## src/rtl/lrx_pkg.sv

```systemverilog
package lrx_pkg;

    typedef enum logic [1:0] {
        MT_TEST   = 2'b00,
        MT_IDLE   = 2'b01,
        MT_PATH_A = 2'b10,
        MT_PATH_B = 2'b11
    } msg_type_e;

    typedef struct packed {
        logic      sof;
        logic      done;
        logic      aborted;
        logic      fcs_bad;
        logic      cr;
        msg_type_e mtype;
        logic [7:0] nbytes;
    } frame_evt_t;

    localparam logic [7:0] A_CTRL = 8'h00;
    localparam logic [7:0] A_STAT = 8'h01;
    localparam logic [7:0] A_ELEN = 8'h02;
    localparam logic [7:0] A_RLEN = 8'h03;

    localparam logic [7:0] LEN_SHORT = 8'd76;
    localparam logic [7:0] LEN_LONG  = 8'd82;

    function automatic logic [7:0] expected_len(msg_type_e t);
        return (t == MT_PATH_B) ? LEN_LONG : LEN_SHORT;
    endfunction

endpackage

```

## src/rtl/lrx_capture.sv

```systemverilog
module lrx_capture
    import lrx_pkg::*;
#(
    parameter int BUF_DEPTH = 128,
    parameter int TYPE_IDX  = 2,
    parameter int CR_IDX    = 0,
    localparam int BUF_AW   = $clog2(BUF_DEPTH)
) (
    input  logic              clk,
    input  logic              rst,
    input  logic              en,
    input  logic              rx_sof,
    input  logic              rx_valid,
    input  logic [7:0]        rx_data,
    input  logic              rx_eof,
    input  logic              rx_fcs_bad,
    input  logic              rx_abort,
    output frame_evt_t        evt,
    output logic              in_frame,
    output logic              wr_en,
    output logic [BUF_AW-1:0] wr_addr,
    output logic [7:0]        wr_data
);

    logic [7:0] cnt_q;
    logic       cr_q;
    msg_type_e  mtype_q;
    logic       frame_q;

    logic close_abort, close_ok, open_new, take_byte;

    always_comb begin
        close_abort = en && frame_q && rx_abort;
        close_ok    = en && frame_q && rx_eof && !rx_abort;
        open_new    = en && rx_sof && !close_abort && !close_ok;
        take_byte   = en && frame_q && rx_valid && !rx_sof && !rx_eof && !rx_abort;
    end

    always_comb begin
        evt.sof     = open_new;
        evt.done    = close_ok;
        evt.aborted = close_abort;
        evt.fcs_bad = rx_fcs_bad;
        evt.cr      = cr_q;
        evt.mtype   = mtype_q;
        evt.nbytes  = cnt_q;
    end

    assign in_frame = frame_q;
    assign wr_en    = take_byte && ({1'b0, cnt_q} < 9'(BUF_DEPTH));
    assign wr_addr  = cnt_q[BUF_AW-1:0];
    assign wr_data  = rx_data;

    always_ff @(posedge clk) begin
        if (rst) begin
            frame_q <= 1'b0;
            cnt_q   <= '0;
            cr_q    <= 1'b0;
            mtype_q <= MT_TEST;
        end else if (!en) begin
            frame_q <= 1'b0;
        end else if (close_abort || close_ok) begin
            frame_q <= 1'b0;
        end else if (open_new) begin
            frame_q <= 1'b1;
            cnt_q   <= '0;
            cr_q    <= 1'b0;
            mtype_q <= MT_TEST;
        end else if (take_byte) begin
            if (cnt_q != 8'hFF) cnt_q <= cnt_q + 8'd1;
            if (cnt_q == 8'(CR_IDX))   cr_q    <= rx_data[1];
            if (cnt_q == 8'(TYPE_IDX)) mtype_q <= msg_type_e'(rx_data[1:0]);
        end
    end


    frame_closes_chk: assert property (@(posedge clk) disable iff (rst)
        evt.done |=> !in_frame);


    abort_excl_chk: assert property (@(posedge clk) disable iff (rst)
        !(evt.done && evt.aborted));


    idle_when_off_chk: assert property (@(posedge clk) disable iff (rst)
        !en |=> !in_frame);

endmodule

```

## src/rtl/lrx_msgbuf.sv

```systemverilog
module lrx_msgbuf #(
    parameter int DEPTH  = 128,
    localparam int AW    = $clog2(DEPTH)
) (
    input  logic          clk,
    input  logic          rst,
    input  logic          we,
    input  logic [AW-1:0] waddr,
    input  logic [7:0]    wdata,
    input  logic          re,
    input  logic [AW-1:0] raddr,
    output logic [7:0]    rdata
);

    logic [7:0] mem [DEPTH];

    always_ff @(posedge clk) begin
        if (we) mem[waddr] <= wdata;
    end

    always_ff @(posedge clk) begin
        if (rst)     rdata <= '0;
        else if (re) rdata <= mem[raddr];
    end

endmodule

```

## src/rtl/lrx_regs.sv

```systemverilog
module lrx_regs
    import lrx_pkg::*;
(
    input  logic       clk,
    input  logic       rst,
    input  frame_evt_t evt,
    input  logic       in_frame,
    input  logic       reg_rd,
    input  logic       reg_wr,
    input  logic [7:0] reg_addr,
    input  logic [7:0] reg_wdata,
    input  logic [7:0] buf_rdata,
    output logic [7:0] reg_rdata,
    output logic       rx_en,
    output logic       irq
);

    logic       en_q, ie_q, int_q;
    logic       eom_q, fcs_q, abort_q, cr_q;
    msg_type_e  mtype_q;
    logic [7:0] rlen_q;
    logic [7:0] rd_q;
    logic       sel_buf_q;
    logic       done_w;

    logic       unused_wbits;
    assign unused_wbits = ^{reg_wdata[7:3], reg_wdata[0]};

    logic rd_ctrl;
    logic [7:0] ctrl_v, stat_v, mux_v;

    assign done_w  = evt.done;
    assign rd_ctrl = reg_rd && (reg_addr == A_CTRL);

    always_comb begin
        ctrl_v = {5'b0, en_q, ie_q, int_q};
        stat_v = {1'b0, abort_q, mtype_q, cr_q, fcs_q, eom_q, in_frame};
        case (reg_addr)
            A_CTRL:  mux_v = ctrl_v;
            A_STAT:  mux_v = stat_v;
            A_ELEN:  mux_v = expected_len(mtype_q);
            A_RLEN:  mux_v = rlen_q;
            default: mux_v = 8'h00;
        endcase
    end

    always_ff @(posedge clk) begin
        if (rst) begin
            en_q <= 1'b0;
            ie_q <= 1'b0;
        end else if (reg_wr && reg_addr == A_CTRL) begin
            en_q <= reg_wdata[2];
            ie_q <= reg_wdata[1];
        end
    end

    always_ff @(posedge clk) begin
        if (rst)           int_q <= 1'b0;
        else if (evt.done) int_q <= 1'b1;
        else if (rd_ctrl)  int_q <= 1'b0;
    end

    always_ff @(posedge clk) begin
        if (rst) begin
            eom_q   <= 1'b0;
            fcs_q   <= 1'b0;
            abort_q <= 1'b0;
            cr_q    <= 1'b0;
            mtype_q <= MT_TEST;
            rlen_q  <= '0;
        end else if (evt.done) begin
            eom_q   <= 1'b1;
            fcs_q   <= evt.fcs_bad;
            cr_q    <= evt.cr;
            mtype_q <= evt.mtype;
            rlen_q  <= evt.nbytes;
        end else if (evt.aborted) begin
            abort_q <= 1'b1;
        end else if (evt.sof) begin
            eom_q   <= 1'b0;
            fcs_q   <= 1'b0;
            abort_q <= 1'b0;
        end
    end

    always_ff @(posedge clk) begin
        if (rst) begin
            rd_q      <= '0;
            sel_buf_q <= 1'b0;
        end else if (reg_rd) begin
            rd_q      <= mux_v;
            sel_buf_q <= reg_addr[7];
        end
    end

    assign reg_rdata = sel_buf_q ? buf_rdata : rd_q;
    assign rx_en     = en_q;
    assign irq       = int_q && ie_q;


    read_clears_chk: assert property (@(posedge clk) disable iff (rst)
        (rd_ctrl && !done_w) |=> !int_q);


    done_sets_chk: assert property (@(posedge clk) disable iff (rst)
        done_w |=> (int_q && eom_q));


    int_source_chk: assert property (@(posedge clk) disable iff (rst)
        $rose(int_q) |-> $past(done_w));


    abort_flags_chk: assert property (@(posedge clk) disable iff (rst)
        evt.aborted |=> (abort_q && !eom_q && $stable(rlen_q)));

endmodule

```

## src/rtl/lapd_rx_status.sv

```systemverilog
module lapd_rx_status
    import lrx_pkg::*;
#(
    parameter int BUF_DEPTH = 128,
    parameter int TYPE_IDX  = 2,
    parameter int CR_IDX    = 0
) (
    input  logic       clk,
    input  logic       rst,
    input  logic       rx_sof,
    input  logic       rx_valid,
    input  logic [7:0] rx_data,
    input  logic       rx_eof,
    input  logic       rx_fcs_bad,
    input  logic       rx_abort,
    input  logic       reg_rd,
    input  logic       reg_wr,
    input  logic [7:0] reg_addr,
    input  logic [7:0] reg_wdata,
    output logic [7:0] reg_rdata,
    output logic       irq
);

    localparam int BUF_AW = $clog2(BUF_DEPTH);

    frame_evt_t        evt;
    logic              in_frame, rx_en;
    logic              wr_en;
    logic [BUF_AW-1:0] wr_addr;
    logic [7:0]        wr_data, buf_rdata;

    lrx_capture #(
        .BUF_DEPTH(BUF_DEPTH),
        .TYPE_IDX (TYPE_IDX),
        .CR_IDX   (CR_IDX)
    ) u_capture (
        .clk       (clk),
        .rst       (rst),
        .en        (rx_en),
        .rx_sof    (rx_sof),
        .rx_valid  (rx_valid),
        .rx_data   (rx_data),
        .rx_eof    (rx_eof),
        .rx_fcs_bad(rx_fcs_bad),
        .rx_abort  (rx_abort),
        .evt       (evt),
        .in_frame  (in_frame),
        .wr_en     (wr_en),
        .wr_addr   (wr_addr),
        .wr_data   (wr_data)
    );

    lrx_msgbuf #(.DEPTH(BUF_DEPTH)) u_buf (
        .clk  (clk),
        .rst  (rst),
        .we   (wr_en),
        .waddr(wr_addr),
        .wdata(wr_data),
        .re   (reg_rd && reg_addr[7]),
        .raddr(reg_addr[BUF_AW-1:0]),
        .rdata(buf_rdata)
    );

    lrx_regs u_regs (
        .clk      (clk),
        .rst      (rst),
        .evt      (evt),
        .in_frame (in_frame),
        .reg_rd   (reg_rd),
        .reg_wr   (reg_wr),
        .reg_addr (reg_addr),
        .reg_wdata(reg_wdata),
        .buf_rdata(buf_rdata),
        .reg_rdata(reg_rdata),
        .rx_en    (rx_en),
        .irq      (irq)
    );


    irq_mask_chk: assert property (@(posedge clk) disable iff (rst)
        (reg_wr && reg_addr == A_CTRL && !reg_wdata[1]) |=> !irq);

endmodule

```

## config.mk

```make
export PLATFORM = sky130hd
export DESIGN_NAME = lapd_rx_status
export DESIGN_NICKNAME = d
export VERILOG_FILES = /design/src/rtl/lrx_pkg.sv /design/src/rtl/lrx_capture.sv /design/src/rtl/lrx_msgbuf.sv /design/src/rtl/lrx_regs.sv /design/src/rtl/lapd_rx_status.sv
export SDC_FILE = /design/constraint.sdc
export NUM_CORES = 1
export LEC_CHECK = 0
export BUFFER_PORTS_ARGS = -buffer_cell sky130_fd_sc_hd__buf_2
export CAP_MARGIN = 40
export CELL_PAD_IN_SITES_DETAIL_PLACEMENT = 1
export CELL_PAD_IN_SITES_GLOBAL_PLACEMENT = 2
export CORE_MARGIN = 3
export CORE_UTILIZATION = 28
export DETAILED_ROUTE_END_ITERATION = 6
export GPL_TIMING_DRIVEN = 0
export PLACE_DENSITY_LB_ADDON = 0.2
export SYNTH_ARGS = -nofsm -noshare
export SYNTH_HDL_FRONTEND = slang
export SYNTH_HIERARCHICAL = 1
export SYNTH_SLANG_ARGS = --single-unit
export TNS_END_PERCENT = 5
```

## constraint.sdc

```tcl
create_clock -name clk -period 6.45 [get_ports clk]
set_input_delay 0.3225 -clock clk [delete_from_list [all_inputs] [get_ports clk]]
set_output_delay 0.3225 -clock clk [all_outputs]
set_load 0.02 [all_outputs]
```

==> flow_summary_export.csv, run 1 <==
group,metric,value,unit
sta,hold_viol,0,
finish,final_nets,2558,
routing,ant_nets,0,
critical_path,critical_path_class,"flop to flop",
pwr,p_leak,0.0161,µW
critical_path,start_kind,"flop",
logic_synthesis,synth-seq-cells,1070,
die,die_w,396,µm
critical_path,required,6780,ps
sta,finClkSkew,34.8,ps
logic_synthesis,synth_top_family_by_area,"multiplexers",
routing,vias,22711,
placement,dpl_cell_area,46400,µm²
critical_path,reg2reg_to,"u_buf/mem[30][5]",
die,initial_core_util,28.3,%
hold_path,hold_end,"u_buf/mem[46][4]",
finish,drive_gt1_share,22.5,%
logic_synthesis,synth-main-ff-cell,"edfxtp_1",
sta,period_share,60.2,%
logic_synthesis,synth-simple-area-share,4.54,%
critical_path,critical-path-max-stage-delay,700,ps
clock_network,cts_resized,0,
sta,maxSlewHeadroom,37.6,%
global_route,antenna_found_initial,7,
sta,setup_violations,0,
clock_network,cts.reportedPaths.clkPinSlew,60,ps
die,die_h,396,µm
logic_synthesis,synth_compound_area_share,3.92,%
clock_network,cts_tree,"yes",
pwr,power_density,298,nW/µm²
finish,layout_commonest_cell,"edfxtp_1",
logic_synthesis,async_reset_ff_share,0,%
clock_network,clock_sink_count,1070,
critical_path,reg2reg_from,"u_regs/rx_en",
logic_synthesis,syn_area,42700,µm²
global_route,grt_overflow_total,0,
global_route,grt_pass1_vias,24105,
clock_network,clock_path_buffers,3,
clock_network,clk_root_buffer_cell,"clkbuf_16",
clock_network,htree_levels,3,
critical_path,reg2reg_slack,2570,ps
critical_path,path_max_fanout,9,
routing,wl_per_cell,29.0,µm
sta,setup_tns,0,ps
clock_network,clk_latency,740,ps
critical_path,crit_buf_inv,3,
die,die_area,157000,µm²
status,status,"finished, final reports clean",
global_route,grt_max_degree,105,
critical_path,path_cells,"nand2_1, nand4b_1, nor2_1, clkbuf_1, nor2b_1, nand3_1, clkbuf_1, buf_8, nor2_1",
sta,max_freq,257,MHz
logic_synthesis,synthAdderAreaFrac,0.0879,%
finish,final_cell_mix,"1024 x edfxtp_1, 216 x mux2i_1, 163 x nor2_1",
routing,wl,134000,µm
clock_network,numCtsBuffers,116,
logic_synthesis,synth_warnings,6,
critical_path,rr_worst_depth,9,
routing,vias_per_cell,4.90,
logic_synthesis,synth_xor_area_share,0,%
logic_synthesis,synth_nets,2308,
finish,final_cell_area,50300,µm²
routing,drc,0,
hold_path,holdPathStages,1,
run,max_cap_violations,0,
clock_network,cts_hold_buf,12,
sta,drv_slew,0,
global_route,grt_pass1_wl,189000,µm
sta,layout_min_cycle_time,3880,ps
pwr,peakVddDrop,0.200,mV
sta,rsz0062_at_grt,"false",
logic_synthesis,synth_cell_types,65,
die,rows,142,
logic_synthesis,synth.avg_cell_area,18.8,µm²
critical_path,critPathArrivalTime,4220,ps
sta,tightest_slew,933,ps
logic_synthesis,synth_mux_area_share,14.8,%
routing,drt-initial-drc-count,2133,
sta,hold-worst-slack,62.1,ps
die,core,151000,µm²
die,ios,42,
placement,hpwl,95800,µm
placement,port_buffers,27,
hold_path,min_from,"rx_data[4]",
critical_path,cp_top_family,"simple AND/OR/NAND/NOR gates",
logic_synthesis,synth_seq_area_share,74.2,%
logic_synthesis,syn_inst,2272,
routing,firstDrtPassIters,7,
logic_synthesis,synth_edf_count,1024,
global_route,grtUsageTotal,17.0,%
placement,place.gp.congestion,0.801,
finish,area_growth,17.8,%
critical_path,critPathCaptureType,"flop",
hold_path,hp-class,"input port to flop",
clock_network,cts_setup_buffers,0,
critical_path,slowest_stage,"nor2_1",
cell type report:
| class | count | area, µm² |
|---|---|---|
| multi-input cells | 1044 | 9990 |
| clock inverters | 73 | 737 |
| well taps | 2016 | 2520 |
| clock buffers | 138 | 3010 |
| inverters | 12 | 45.0 |
| diodes | 1 | 2.50 |
| plain buffers | 146 | 1030 |
| repair buffers | 132 | 1290 |
| fillers | 15307 | 100000 |
| flip-flops and latches | 1070 | 31700 |
worst max path at each step:
| stage | start | to | slack (ps) | cells past startpoint |
|---|---|---|---|---|
| floorplan | u_regs/rx_en | u_buf/mem[110][0] | 4090 | 8 |
| global placement | reg_addr[3] | u_buf/rdata[1] | 2240 | 10 |
| detailed placement | reg_addr[3] | u_buf/rdata[1] | 2210 | 10 |
| CTS | u_regs/rx_en | u_buf/mem[54][0] | 2500 | 9 |
| global route | u_regs/rx_en | u_buf/mem[26][6] | 2250 | 9 |
| finish | u_regs/rx_en | u_buf/mem[30][5] | 2570 | 9 |
kinds of logic after synthesis:
kind of cell / Yosys count
DFF: 1070
muxes: 411
and+or+nand+nor: 386
AOI/OAI and AO/OA: 244
buffers and inverters: 158
adders and majority gates: 3
metal layers:
metal	wire (µm)	vias up	GRT usage (%)
met5	0	-	0
met4	2260	0	4.16
met3	6330	115	2.51
met2	65900	527	28.7
met1	59900	12340	23.0
li1	-	9729	-
worst register-to-register path: cells and delay by family, from the launching register on:
family	cells	cell delay (ps)
buffers and inverters	3	890
and+or+nand+nor	6	2070
DFF	1	540
Yosys cell counts (all sizes together) (4+ instances only):
cell type  number  share of area (%)
nor4           12               0.34
and3            8               0.12
and2            8               0.12
nand2          50               0.44
a31oi           5              0.073
mux4          170                9.0
o211ai          8               0.14
inv            12               0.11
o21ai          17               0.20
nor3           40               0.55
edfxtp       1024                 72
nor2          163                1.4
mux2i         216                5.1
nand3          37               0.43
nand3b          4              0.070
nand4          12               0.18
a21oi          56               0.67
a211oi          9               0.16
clkbuf         57               0.50
a22oi         101                1.8
nand2b         18               0.26
a221oi          9               0.18
dfxtp          46                2.2
mux2           25               0.66
buf            89                1.9
nor2b          14               0.21
a311oi          4              0.082
o22ai          11               0.16
o31ai           4              0.070
o32ai           6               0.12
report_power, final:
group / leakage, µW / switching [µW] / internal (µW) / total [µW]
sequential: 0.00957 / 8.13 / 7610 / 7620
clock: 0.00181 / 2760 / 3800 / 6560
combinational: 0.00467 / 536 / 270 / 806
total: 0.0161 / 3310 / 11700 / 15000
metrics by stage:
stage | instances | util (%) | total power (µW) | setup slack, ps
floorplan | 2272 | - | 8210 | 4090
global placement | 4315 | 30.1 | 8540 | 2240
detailed placement | 4405 | 30.8 | 8580 | 2210
CTS | 4628 | 33.4 | 15200 | 2500
global route | 4631 | 33.4 | 15500 | 2250
finish | 4632 | 33.4 | 15000 | 2570
state kept, by name, summed over array words and instances, names as in the netlist:
name and count:
u_capture/cnt_q 8, u_regs/rlen_q 8, u_capture/mtype_q 2, u_regs/sel_buf_q 1
u_regs/ie_q 1, u_buf/rdata 8, u_capture/cr_q 1, u_regs/rx_en 1
u_regs/cr_q 1, u_regs/mtype_q 2, u_regs/rd_q 8, u_buf/mem 1024
u_regs/eom_q 1, u_regs/abort_q 1, u_regs/fcs_q 1, u_capture/in_frame 1
u_regs/int_q 1
(Power assumes the default switching activity.)
==> run 2, diff against run 1 <==
clock period = 3.86 ns   (was 6.45 ns; I/O delays follow)
==> flow_summary_export.csv, run 2 (same netlist as run 1, synthesis figures left out) <==
group,metric,value,unit
critical_path,reg2reg_to,"u_buf/mem[55][0]",
pwr,seq_power_share,50.8,%
critical_path,critPathCaptureType,"flop",
pwr,power_density,496,nW/µm²
global_route,grt_overflow_total,0,
global_route,grt_max_degree,105,
finish,utilization,33.5,%
sta,setup_tns,0,ps
critical_path,slowest_stage,"dlygate4sd3_1",
clock_network,cts_setup_buffers,0,
clock_network,numCtsBuffers,116,
die,core,151000,µm²
routing,wl,135000,µm
routing,vias_per_cell,4.90,
die,die_w,396,µm
status,status,"finished, final reports clean",
critical_path,path_cells,"dlygate4sd3_1, buf_2, buf_2, buf_2, clkbuf_4, clkbuf_4, mux4_2, mux2i_1, o21ai_0, nor4_2, nor4_2",
clock_network,clk_root_buffer_cell,"clkbuf_16",
finish,nFillCells,15298,
routing,drt-initial-drc-count,2069,
global_route,antenna_found_initial,7,
finish,top_register,"u_buf/mem",
placement,hpwl,95800,µm
pwr,power.switching,5540,µW
routing,vias,22759,
pwr,pwr-share-comb,5.4,%
pwr,clockPowerShare,43.8,%
die,die_area,157000,µm²
critical_path,critPathArrivalTime,4270,ps
finish,final_cell_area,50500,µm²
hold_path,hold_end,"u_buf/mem[41][7]",
global_route,grtUsageTotal,17.0,%
die,rows,142,
critical_path,rr_worst_depth,8,
routing,firstDrtPassIters,5,
critical_path,reg2reg_from,"u_capture/in_frame",
hold_path,holdPathStages,1,
placement,dp_slack,-252,ps
sta,period_share,95.1,%
sta,setup_slack,191,ps
clock_network,clk_latency,740,ps
sta,tightest_slew,906,ps
die,die_h,396,µm
clock_network,htree_levels,3,
clock_network,clock_sink_count,1070,
pwr,p_int,19500,µW
placement,dpl_cell_area,46400,µm²
finish,seqCellArea,31700,µm²
finish,largest_reg_flops,1024,
clock_network,cts.reportedPaths.clkPinSlew,60,ps
die,ios,42,
finish,drive_gt1_share,22.9,%
critical_path,critical-path-max-stage-delay,530,ps
sta,layout_min_cycle_time,3670,ps
routing,wl_met2,66100,µm
placement,port_buffers,27,
sta,drv_slew,0,
pwr,p_leak,0.0161,µW
sta,max_freq,273,MHz
clock_network,clock_path_buffers,3,
hold_path,min_from,"rx_data[7]",
critical_path,path_max_fanout,10,
critical_path,required,4460,ps
sta,maxSlewHeadroom,39.2,%
sta,finClkSkew,35.7,ps
pwr,peakVddDrop,0.333,mV
die,initial_core_util,28.3,%
finish,final_cell_mix,"1024 x edfxtp_1, 216 x mux2i_1, 162 x mux4_2",
clock_network,cts_tree,"yes",
finish,multi_input_area,10000,µm²
finish,final_nets,2572,
routing,routed-wl-met3,6160,µm
critical_path,critical_path_class,"input port to flop",
critical_path,reg2reg_slack,190,ps
global_route,grt_pass1_wl,189000,µm
routing,ant_nets,0,
pwr,sw_frac_of_total,22.1,%
pwr,p_total,25100,µW
sta,setup_violations,0,
hold_path,hp-class,"input port to flop",
global_route,grt_pass1_vias,24210,
run,max_cap_violations,0,
finish,area_growth,18.3,%
placement,place.gp.congestion,0.801,
routing,wl_per_cell,29.0,µm
sta,hold_viol,0,
finish,layout_commonest_cell,"edfxtp_1",
routing,highest_layer,"met4",
critical_path,start_kind,"input port",
routing,wl_met1,60100,µm
critical_path,critical_path.most_common_cell,"buf_2",
routing,drc,0,
==> run 2: changes by cell type in the layout (fill, tap and decap cells not counted), sizes merged <==
cell and change:
dlygate4sd3 +15, clkbuf +2, buf -3
==> run 2: routing by layer <==
metal  global-route usage (%)  up-vias
met5                        0        -
met4                     4.13        0
met3                     2.50      115
met2                     28.7      542
met1                     23.1    12332
li1                         -     9770
==> run 2: how the worst max path moves through the flow <==
stage / startpoint / to / slack [ps] / cells after the start
floorplan: u_regs/rx_en / u_buf/mem[110][0] / 1500 / 8
global placement: u_regs/rx_en / u_buf/mem[114][2] / -330 / 8
detailed placement: reg_addr[3] / u_buf/rdata[1] / -250 / 10
CTS: u_regs/rx_en / u_buf/mem[62][4] / 10 / 9
global route: u_regs/rx_en / u_buf/mem[19][0] / -0.8 / 8
finish: reg_addr[3] / u_buf/rdata[1] / 190 / 11
==> run 2: critical path, delay by kind of cell <==
kind,cells,cell delay [ps]
AOI/OAI and AO/OA,1,220
muxes,2,910
buffers and inverters,6,2400
and+or+nand+nor,2,520
==> run 2: repair_timing <==
item	in CTS	in global routing
hold buffers	27	0
gates resized for setup	4	14
setup endpoints to repair	31	300
hold endpoints to repair	272	0
==> run 2: power groups by stage <==
| stage | Clock [µW] | Combinational (µW) | Sequential [µW] |
|---|---|---|---|
| 6_report | 11000 | 1360 | 12700 |
| 5_1_grt | 11800 | 1440 | 12700 |
| 4_1_cts | 11300 | 1380 | 12700 |
| 3_5_place_dp | 0 | 1370 | 13000 |
| 3_3_place_gp | 0 | 1290 | 13000 |
| 2_1_floorplan | 0 | 745 | 13000 |
==> run 2: per-stage QoR <==
step,hold slack [ps],instances
floorplan,335,2272
global placement,461,4315
detailed placement,467,4405
CTS,4.87,4643
global route,58.2,4645
finish,40.1,4646
==> run 2: area by class of cell <==
class                           count  share of cell area [%]
Sequential cell                  1070                    62.7
Multi-Input combinational cell   1044                    19.9
Clock buffer                      138                    5.95
Tap cell                         2016                    5.00
Timing Repair Buffer              146                    2.84
Buffer                            146                    2.06
Clock inverter                     73                    1.46
Inverter                           12                  0.0892
Antenna cell                        1                 0.00496
